===== src/rtl/aclk_pkg.sv =====
package aclk_pkg;

    localparam int unsigned CODE_W = 3;

    typedef enum logic [1:0] {
        ST_SWITCH  = 2'd0,
        ST_ACQUIRE = 2'd1,
        ST_LOCKED  = 2'd2
    } ctl_state_t;

    typedef enum logic {
        FAM_48K = 1'b0,
        FAM_44K = 1'b1
    } rate_fam_t;

    typedef struct packed {
        logic      usable;
        rate_fam_t fam;
    } rate_info_t;

    typedef struct packed {
        logic              present;
        logic [CODE_W-1:0] code;
    } sync_obs_t;

    // Codes 1..6 are usable; odd codes belong to the 44.1 kHz family.
    function automatic rate_info_t decode_rate(input logic [CODE_W-1:0] code);
        rate_info_t r;
        r.usable = (code != '0) && (code != '1);
        r.fam    = code[0] ? FAM_44K : FAM_48K;
        return r;
    endfunction

endpackage


===== src/rtl/aclk_sync.sv =====
module aclk_sync #(
    parameter int STAGES = 2,
    parameter int WIDTH  = 1
) (
    input  logic             clk,
    input  logic             rst,
    input  logic [WIDTH-1:0] d,
    output logic [WIDTH-1:0] q
);
    logic [WIDTH-1:0] stage_q [STAGES];

    always_ff @(posedge clk) begin
        if (rst) begin
            for (int i = 0; i < STAGES; i++) stage_q[i] <= '0;
        end else begin
            stage_q[0] <= d;
            for (int i = 1; i < STAGES; i++) stage_q[i] <= stage_q[i-1];
        end
    end

    assign q = stage_q[STAGES-1];
endmodule


===== src/rtl/aclk_debounce.sv =====
module aclk_debounce #(
    parameter int unsigned HOLD  = 1024,
    parameter int          WIDTH = 4
) (
    input  logic             clk,
    input  logic             rst,
    input  logic [WIDTH-1:0] raw,
    output logic [WIDTH-1:0] stable
);
    localparam int CW = (HOLD < 2) ? 1 : $clog2(HOLD + 1);
    localparam logic [CW-1:0] LAST = CW'(HOLD - 1);

    logic [WIDTH-1:0] cand_q;
    logic [WIDTH-1:0] stable_q;
    logic [CW-1:0]    run_q;

    always_ff @(posedge clk) begin
        if (rst) begin
            cand_q   <= '0;
            stable_q <= '0;
            run_q    <= '0;
        end else if (raw != cand_q) begin
            cand_q <= raw;
            run_q  <= '0;
        end else if (run_q == LAST) begin
            stable_q <= cand_q;
        end else begin
            run_q <= run_q + 1'b1;
        end
    end

    assign stable = stable_q;
endmodule


===== src/rtl/aclk_ctl_fsm.sv =====
module aclk_ctl_fsm
    import aclk_pkg::*;
#(
    parameter int unsigned LOCK_TIMEOUT = 1 << 20
) (
    input  logic       clk,
    input  logic       rst,
    input  sync_obs_t  obs,
    input  logic       lock_s,
    input  rate_fam_t  cfg_fam,
    input  logic       cfg_double,
    output ctl_state_t state,
    output rate_fam_t  fam,
    output logic       timeout,
    output logic       unsupported,
    output logic       dbl
);
    localparam int TW = (LOCK_TIMEOUT < 2) ? 1 : $clog2(LOCK_TIMEOUT + 1);
    localparam logic [TW-1:0] T_LAST = TW'(LOCK_TIMEOUT - 1);

    ctl_state_t     state_q;
    rate_fam_t      fam_q;
    logic           armed_q;
    logic [TW-1:0]  timer_q;
    logic           timeout_q;
    logic           unsup_q;
    logic           dbl_q;
    rate_info_t     info;
    logic           fam_change;

    assign info       = decode_rate(obs.code);
    assign fam_change = info.usable && (info.fam != fam_q);

    always_ff @(posedge clk) begin
        if (rst) begin
            state_q   <= ST_SWITCH;
            fam_q     <= FAM_48K;
            armed_q   <= 1'b0;
            timer_q   <= '0;
            timeout_q <= 1'b0;
            unsup_q   <= 1'b0;
            dbl_q     <= 1'b0;
        end else begin
            unsup_q <= obs.present && !info.usable;
            dbl_q   <= cfg_double;
            unique case (state_q)
                ST_SWITCH: begin
                    if (obs.present && info.usable) begin
                        state_q   <= ST_ACQUIRE;
                        fam_q     <= info.fam;
                        armed_q   <= 1'b0;
                        timer_q   <= '0;
                        timeout_q <= 1'b0;
                    end else begin
                        fam_q <= cfg_fam;
                    end
                end
                ST_ACQUIRE: begin
                    if (!obs.present) begin
                        state_q   <= ST_SWITCH;
                        fam_q     <= cfg_fam;
                        timeout_q <= 1'b0;
                    end else if (fam_change) begin
                        fam_q     <= info.fam;
                        armed_q   <= 1'b0;
                        timer_q   <= '0;
                        timeout_q <= 1'b0;
                    end else if (armed_q && lock_s) begin
                        state_q   <= ST_LOCKED;
                        timeout_q <= 1'b0;
                    end else begin
                        if (!lock_s) armed_q <= 1'b1;
                        if (timer_q == T_LAST) timeout_q <= 1'b1;
                        else                   timer_q   <= timer_q + 1'b1;
                    end
                end
                ST_LOCKED: begin
                    if (!obs.present) begin
                        state_q <= ST_SWITCH;
                        fam_q   <= cfg_fam;
                    end else if (fam_change) begin
                        state_q   <= ST_ACQUIRE;
                        fam_q     <= info.fam;
                        armed_q   <= 1'b0;
                        timer_q   <= '0;
                        timeout_q <= 1'b0;
                    end
                end
                default: state_q <= ST_SWITCH;
            endcase
        end
    end

    assign state       = state_q;
    assign fam         = fam_q;
    assign timeout     = timeout_q;
    assign unsupported = unsup_q;
    assign dbl         = dbl_q;
endmodule


===== src/rtl/aclk_osc_gate.sv =====
module aclk_osc_gate
    import aclk_pkg::*;
(
    input  logic      clk,
    input  logic      rst,
    input  rate_fam_t fam,
    output logic      en48,
    output logic      en44
);
    logic en48_q;
    logic en44_q;
    logic clash;

    assign clash = (en48_q && fam == FAM_44K) || (en44_q && fam == FAM_48K);

    always_ff @(posedge clk) begin
        if (rst || clash) begin
            en48_q <= 1'b0;
            en44_q <= 1'b0;
        end else begin
            en48_q <= (fam == FAM_48K);
            en44_q <= (fam == FAM_44K);
        end
    end

    assign en48 = en48_q;
    assign en44 = en44_q;
endmodule


===== src/rtl/aclk_source_ctrl.sv =====
module aclk_source_ctrl
    import aclk_pkg::*;
#(
    parameter int unsigned DEBOUNCE_CYCLES = 1024,
    parameter int unsigned LOCK_TIMEOUT    = 1 << 20,
    parameter int          SYNC_STAGES     = 2
) (
    input  logic                 clk,
    input  logic                 rst,
    input  logic                 cfg_fam_44k,
    input  logic                 cfg_double_rate,
    input  logic                 ext_present_a,
    input  logic [CODE_W-1:0]    ext_rate_code,
    input  logic                 pll_lock_a,
    output logic                 osc48_en,
    output logic                 osc44_en,
    output logic                 mclk_use_osc,
    output logic                 double_rate,
    output logic                 fam_44k_active,
    output logic                 ext_following,
    output logic                 lock_timeout,
    output logic                 rate_unsupported
);
    localparam int OBS_W = $bits(sync_obs_t);

    logic [1:0]       async_s;
    sync_obs_t        raw_obs;
    sync_obs_t        filt_obs;
    logic [OBS_W-1:0] filt_bits;
    ctl_state_t       state;
    rate_fam_t        fam;
    rate_fam_t        cfg_fam;

    aclk_sync #(.STAGES(SYNC_STAGES), .WIDTH(2)) u_sync (
        .clk (clk),
        .rst (rst),
        .d   ({ext_present_a, pll_lock_a}),
        .q   (async_s)
    );

    assign raw_obs = '{present: async_s[1], code: ext_rate_code};

    aclk_debounce #(.HOLD(DEBOUNCE_CYCLES), .WIDTH(OBS_W)) u_deb (
        .clk    (clk),
        .rst    (rst),
        .raw    (raw_obs),
        .stable (filt_bits)
    );

    assign filt_obs = sync_obs_t'(filt_bits);
    assign cfg_fam  = cfg_fam_44k ? FAM_44K : FAM_48K;

    aclk_ctl_fsm #(.LOCK_TIMEOUT(LOCK_TIMEOUT)) u_fsm (
        .clk         (clk),
        .rst         (rst),
        .obs         (filt_obs),
        .lock_s      (async_s[0]),
        .cfg_fam     (cfg_fam),
        .cfg_double  (cfg_double_rate),
        .state       (state),
        .fam         (fam),
        .timeout     (lock_timeout),
        .unsupported (rate_unsupported),
        .dbl         (double_rate)
    );

    aclk_osc_gate u_gate (
        .clk  (clk),
        .rst  (rst),
        .fam  (fam),
        .en48 (osc48_en),
        .en44 (osc44_en)
    );

    assign mclk_use_osc   = (state != ST_ACQUIRE);
    assign ext_following  = (state != ST_SWITCH);
    assign fam_44k_active = (fam == FAM_44K);
endmodule


===== config.mk =====
export PLATFORM = sky130hd
export DESIGN_NAME = aclk_source_ctrl
export DESIGN_NICKNAME = d
export VERILOG_FILES = /design/src/rtl/aclk_pkg.sv /design/src/rtl/aclk_sync.sv /design/src/rtl/aclk_debounce.sv /design/src/rtl/aclk_ctl_fsm.sv /design/src/rtl/aclk_osc_gate.sv /design/src/rtl/aclk_source_ctrl.sv
export SDC_FILE = /design/constraint.sdc
export NUM_CORES = 1
export LEC_CHECK = 0
export BUFFER_PORTS_ARGS = -buffer_cell sky130_fd_sc_hd__buf_4
export CORE_MARGIN = 4
export CORE_UTILIZATION = 54
export DETAILED_ROUTE_END_ITERATION = 16
export GPL_TIMING_DRIVEN = 0
export PLACE_DENSITY = 0.75
export REMOVE_ABC_BUFFERS = 1
export SETUP_SLACK_MARGIN = 0.15
export SLEW_MARGIN = 20
export SYNTH_ARGS = -nofsm -noshare
export SYNTH_HDL_FRONTEND = slang
export SYNTH_SLANG_ARGS = --single-unit

===== constraint.sdc =====
create_clock -name clk -period 2.59 [get_ports clk]
set_clock_uncertainty 0.2 [all_clocks]
set_input_delay 0.3885 -clock clk [delete_from_list [all_inputs] [get_ports clk]]
set_output_delay 0.3885 -clock clk [all_outputs]
set_load 0.02 [all_outputs]

Yosys cells after proc, flatten, opt, wreduce, memory -nomap -nowiden --
Memory sizes are Yosys's and may differ from the RTL's. Cells that the tools add are included. Widths: inputs -> output; s select.
Word-level totals: output and inout port bits 8, memories kept 1, bits of input ports 9, memory bits (writable) 4, logic and storage cells 101, register bits 49
Memory list:
- u_sync.stage_q | words 2, width 2, read ports 2, clocked after Yosys merged registers in 0, write ports 2, RTL line aclk_sync.sv:10 | logic [WIDTH-1:0] stage_q [STAGES];
Cells by class: add/sub/neg operators 2, muxes and demuxes 39, bitwise logic cells 4, reductions and logical operators 23, equality and inequality tests 20
Operator list (count):
- $mux 21 | 7
- $pmux 21 s3 | 1
- $add 21x1->21 const B | 1
- $eq 21x20->1 const B | 1
- $mux 1 | 19
- $ne 3x2->1 const B | 6
- $mux 2 | 8
- $reduce_and 7->1 | 2
- $add 11x1->11 const B | 1
- $eq 11x10->1 const B | 1
- $logic_and 1x1->1 | 7
- $ne 2x1->1 const B | 3
- $ne 3x3->1 const B | 2
- $pmux 1 s3 | 2
- $pmux 2 s3 | 1
- $reduce_bool 3->1 | 2
- $ne 5x2->1 const B | 1
- $reduce_and 5->1 | 1
- $ne 2x2->1 const B | 2
- $ne 4x4->1 | 1
- $reduce_and 2->1 | 2
- $reduce_and 4->1 | 1
- $reduce_bool 2->1 | 2
- $reduce_or 2->1 | 2
- 9 further kinds | 12

Depth between registers and ports, before layout --
depth after elaboration 6, mapped depth 9, depth with buffers taken out 7

Modules after synthesis --
A second synthesis with hierarchy kept.
Unflattened totals: cells, all modules 296, area, all modules 2690.1 um^2
Modules (own cells, without submodules):
- aclk_ctl_fsm | instances 1, cells each 197, seq. area each 560.5 um^2, area an instance 1644.1 um^2
- aclk_debounce | instances 1, cells each 83, seq. area each 380.4 um^2, area an instance 850.8 um^2
- aclk_sync | instances 1, cells each 10, seq. area each 80.1 um^2, area an instance 120.1 um^2
- aclk_osc_gate | instances 1, cells each 4, seq. area each 40.0 um^2, area an instance 62.6 um^2
- aclk_source_ctrl | instances 1, cells each 2, seq. area each 0.0 um^2, area an instance 12.5 um^2

Least setup slack after synthesis --
No wires, ideal clock.
path type register -> register, start register u_fsm.state_q[0], in the netlist u_fsm.state[0], end register u_fsm.timer_q[5], library setup time 72 ps, cell stages (with the launch flop) 9, required time 2318 ps, arrival time 2130 ps, buffers on the path 1, path slack 188 ps, clock period less this slack 2402 ps, cells stage by stage dfxtp_1 -> inv_1 -> ha_1 -> nor4b_1 -> a2111oi_4 -> nand3_2 -> buf_2 -> a2111oi_1 -> mux2i_1
On the way: cells in the longest elaborated chain, start to end 3, elaborated cells between the ends (all ways) 12, classes of those cells eq/ne (8); mux (1); reduce/logical (3)
Ends and longest elaborated chain:
- from (decl) | RTL line aclk_ctl_fsm.sv:21 | ctl_state_t state_q;
- from (signal assigned) | RTL line aclk_ctl_fsm.sv:36 | state_q <= ST_SWITCH;
- from (signal assigned) | RTL line aclk_ctl_fsm.sv:49 | state_q <= ST_ACQUIRE;
- from (signal assigned) | RTL line aclk_ctl_fsm.sv:60 | state_q <= ST_SWITCH;
- $eq 2x1->1 (tied with other cells) | RTL line aclk_ctl_fsm.sv:46 | unique case (state_q)
- $ne 3x2->1 (no source line) (tied with other cells)
- $reduce_and 7->1 (no source line)
- to (signal assigned) | RTL line aclk_ctl_fsm.sv:74 | else timer_q <= timer_q + 1'b1;
- to (decl) | RTL line aclk_ctl_fsm.sv:24 | logic [TW-1:0] timer_q;
Parallel ways exist; a longest one is shown, timed or not. A chain may end at the register's enable or synchronous reset.

Worst setup path in the final report --
start register u_fsm.state_q[0], in the netlist u_fsm.state[0], end register u_fsm.timer_q[8]
Same word-level chain as after synthesis.

==> key figures <==
CTS
  – Clk buf depth: 2
  – CTS Sinks: 53
  – Max H-tree Level: 2
  – Latest clock arrival within the worst-skew pair: slightly above 0.3 ns
  – Worst-path clk slew: 0.09 ns
  – TritonCTS clock tree: done
  – CTS Buf Count: 5
  – Root buf cell: clkbuf_8
  – Hold Buf Count CTS: 0

Timing
  – RSZ-0062 raised after global routing: true
  – Hold Vio Cnt, Final: 0
  – Final setup violation count: 0
  – Fmax: 0.420 GHz
  – Slew margin rel.: 0.661
  – Slew @ Worst Pin: 0.506 ns
  – Fin crit share: 0.918
  – Slew Limit Fails: 0
  – Min Clock Period, post-route: around 2.4 ns
  – Setup TNS: 0 ns

Floorplan
  – Die footprint: roughly 0.0063 sq mm
  – Core area: between 0.004 and 0.005 sq mm
  – Io pins: 17
  – Rows: 25
  – Die width: 79.6 um
  – Die height: 79.6 um
  – Initial Utilization: 0.570

Synth
  – Mapped Avg Cell Area: a little under 9 sq um
  – Syn Inst Count: between 300 and 400
  – Synth Cell Area: roughly 0.0028 sq mm
  – Synth Flop Type: dfxtp_1
  – Number of flops mapped to enable cells by yosys: 0
  – Total number of yosys warnings: 0
  – Async SR Flop Fraction: 0
  – Seq/Total Area, Yosys: 0.384
  – Post-synthesis cell type count: 54
  – Synthesis-stage register bit count: 53

Worst setup path
  – Reg2reg setup slack: 0.21 ns
  – CP max-delay cell: or4_1
  – Worst-case reg-to-reg path depth: 6
  – Origin of the worst setup path: u_fsm.state[0]$_SDFFE_PP0P_
  – Worst r2r src: u_fsm.state[0]$_SDFFE_PP0P_
  – Crit path arrival time: about 2.4 ns
  – Worst setup EP type: flip-flop
  – Required @ worst endpoint: about 2.6 ns
  – R2r endpoint: u_fsm.timer_q[8]$_SDFFE_PP0P_
  – Delay-heaviest family, CP: simple AND/OR/NAND/NOR gates
  – CP Max Fanout: 6
  – CP Cell Sequence: buf_4 -> ha_1 -> o21ai_2 -> nand3_4 -> or4_1 -> a21oi_1
  – Stages on the worst setup path: 6
  – CP endpoint: u_fsm.timer_q[8]$_SDFFE_PP0P_
  – Worst setup path class: reg2reg
  – CP bufs+invs: 1
  – Crit path launch type: flip-flop
  – Slowest stage delay, CP: 0.53 ns

GRT
  – Gr ovfl total: 0
  – First-pass GRT wire length: 10200 um
  – Largest net degree at the start of global routing: 32
  – Initial antenna violation count: 0
  – GRT Total Usage: 0.197
  – Vias in the first global route: 2300

Place
  – HPWL Detailed: about 3600 um
  – Buffers on Ports: 16
  – Routability congestion estimate from global placement: ~0.75
  – Post-DP Area: between 0.002 and 0.003 sq mm
  – Cells after DPL: approximately 380

Drt
  – Vias: 2398
  – DRT antenna net count: 0
  – Drt first pass iters: 5
  – Wire length per cell: ~15 um
  – Drt total wl: between 6000 and 7000 um
  – DR DRC count: 0
  – Initial DRC Count: between 100 and 150
  – Via-per-instance ratio: between 5 and 6

Finish
  – FILL cells: roughly 380
  – Layout cell share with drive strength beyond 1: 0.231
  – Layout Nets: around 350
  – Final instance area: around 0.0034 sq mm
  – Final non-filler cell total: between 400 and 500
  – Synth-to-layout area growth: 22.0%
  – Ant diodes: 0

Power
  – Leakage power of the design: 0.00108 uW
  – VDD IR-drop max: roughly 0.35 mV
  – Power per cell area: around 470 mW/mm^2

Run
  – Max Cap Violations: 0

Min path
  – Hold Path Class: in2reg

Run status
  – Outcome: complete, no violations
repair_timing:
action,4_1_cts,5_1_grt
pin swaps,3,6
resized for setup,21,17
buffers inserted,5,8
setup endpoints to repair,22,24
cloned,2,0
kinds of logic after synthesis:
family	share of synthesized area
muxes	0.0995
and+or+nand+nor	0.262
AOI/OAI and AO/OA	0.152
DFF	0.384
buffers and inverters	0.0448
xor gates and xnor gates	0.0317
adders and majority gates	0.0271
metrics by stage:
step	util	worst slack [ns]	hold slack, ns	total power, uW
after floorplan	-	-0.413	0.207	926
after global placement	0.596	-0.999	0.203	967
after CTS	0.659	0.155	0.0828	1570
after global routing	0.696	0.0972	0.0905	1630
final	0.696	0.211	0.0889	1570
after detailed placement	0.603	-0.464	0.207	975
worst min-delay path by stage:
| stage | start | to | slack (ns) | cells after the start |
|---|---|---|---|---|
| after floorplan | u_fsm.timer_q[20]$_SDFFE_PP0P_ | u_fsm.timer_q[20]$_SDFFE_PP0P_ | 0.21 | 2 |
| after global placement | u_gate.en44$_SDFF_PP0_ | u_gate.en48$_SDFF_PP0_ | 0.20 | 1 |
| after detailed placement | u_gate.en44$_SDFF_PP0_ | u_gate.en48$_SDFF_PP0_ | 0.21 | 1 |
| after CTS | pll_lock_a | u_sync.stage_q[0][0]$_SDFF_PP0_ | 0.08 | 2 |
| after global routing | cfg_double_rate | u_fsm.dbl$_SDFF_PP0_ | 0.09 | 2 |
| final | cfg_double_rate | u_fsm.dbl$_SDFF_PP0_ | 0.09 | 2 |
synth_stat cells, types with 4 or more instances:
cell | number | share of area
a2111oi_2 | 4 | 0.022
a211oi_1 | 8 | 0.022
a21oi_1 | 5 | 0.0090
a31oi_1 | 7 | 0.016
and2_1 | 5 | 0.011
clkbuf_1 | 8 | 0.011
dfxtp_1 | 53 | 0.38
ha_1 | 6 | 0.027
inv_1 | 11 | 0.015
mux2i_1 | 26 | 0.094
nand2_1 | 33 | 0.045
nand2b_1 | 13 | 0.029
nand3_1 | 14 | 0.025
nand4_1 | 8 | 0.018
nor2_1 | 22 | 0.030
nor2b_1 | 11 | 0.025
nor3_1 | 8 | 0.014
o21ai_0 | 6 | 0.011
or3_1 | 4 | 0.0090
or4_1 | 4 | 0.011
xnor2_1 | 6 | 0.019
xor2_1 | 4 | 0.013
power breakdown:
part	total, uW	internal (uW)	switching, uW	leakage (uW)
Sequential	835	827	8.17	0.000432
Clock	582	315	267	0.0000585
Combinational	152	67.6	84.6	0.000595
Total	1570	1210	360	0.00108
metal layers:
metal | part of all wire | up-vias | global-route usage
met5 | 0 | - | 0
met4 | 0.018 | 0 | 0.0756
met3 | 0.038 | 15 | 0.0406
met2 | 0.50 | 54 | 0.323
met1 | 0.45 | 1151 | 0.254
li1 | - | 1178 | -
sequential cells by signal, summed over array words and instances, names as in the netlist:
register and cells:
u_deb.stable 4, u_gate.en48 1, u_deb.cand_q 4, u_fsm.fam 1, u_fsm.timer_q 21, u_fsm.unsupported 1, u_fsm.dbl 1, u_fsm.state 2
u_gate.en44 1, u_deb.run_q 11, u_sync.stage_q 4, u_fsm.armed_q 1, u_fsm.timeout 1
layout by cell type (no fill, tap or decap), types with 3 or more instances in the layout:
cell type,count
dfxtp_1,49
nand2_1,33
mux2i_1,26
buf_4,26
nor2_1,22
nand3_1,14
nand2b_1,13
nor2b_1,11
inv_1,9
nand4_1,8
a31oi_1,7
xnor2_1,6
nor3_1,6
a211oi_2,6
clkbuf_8,6
a21oi_1,5
o21ai_0,5
xor2_1,4
a2111oi_4,4
and2_1,4
or4_1,4
ha_1,4
dfxtp_2,4
inv_2,3
or2_2,3
or3_1,3
nand3_4,3
a2111oi_2,3
layout make-up:
cell class / instances / area (sq um) / share of cell area
repair buffers: 30 / 262 / 0.0775
clock inverters: 1 / 30.0 / 0.00890
inverters: 12 / 45.0 / 0.0133
clock buffers: 7 / 86.3 / 0.0256
well taps: 67 / 83.8 / 0.0248
flip-flops and latches: 53 / 1070 / 0.316
multi-input cells: 234 / 1800 / 0.534
(Power assumes the default switching activity.)
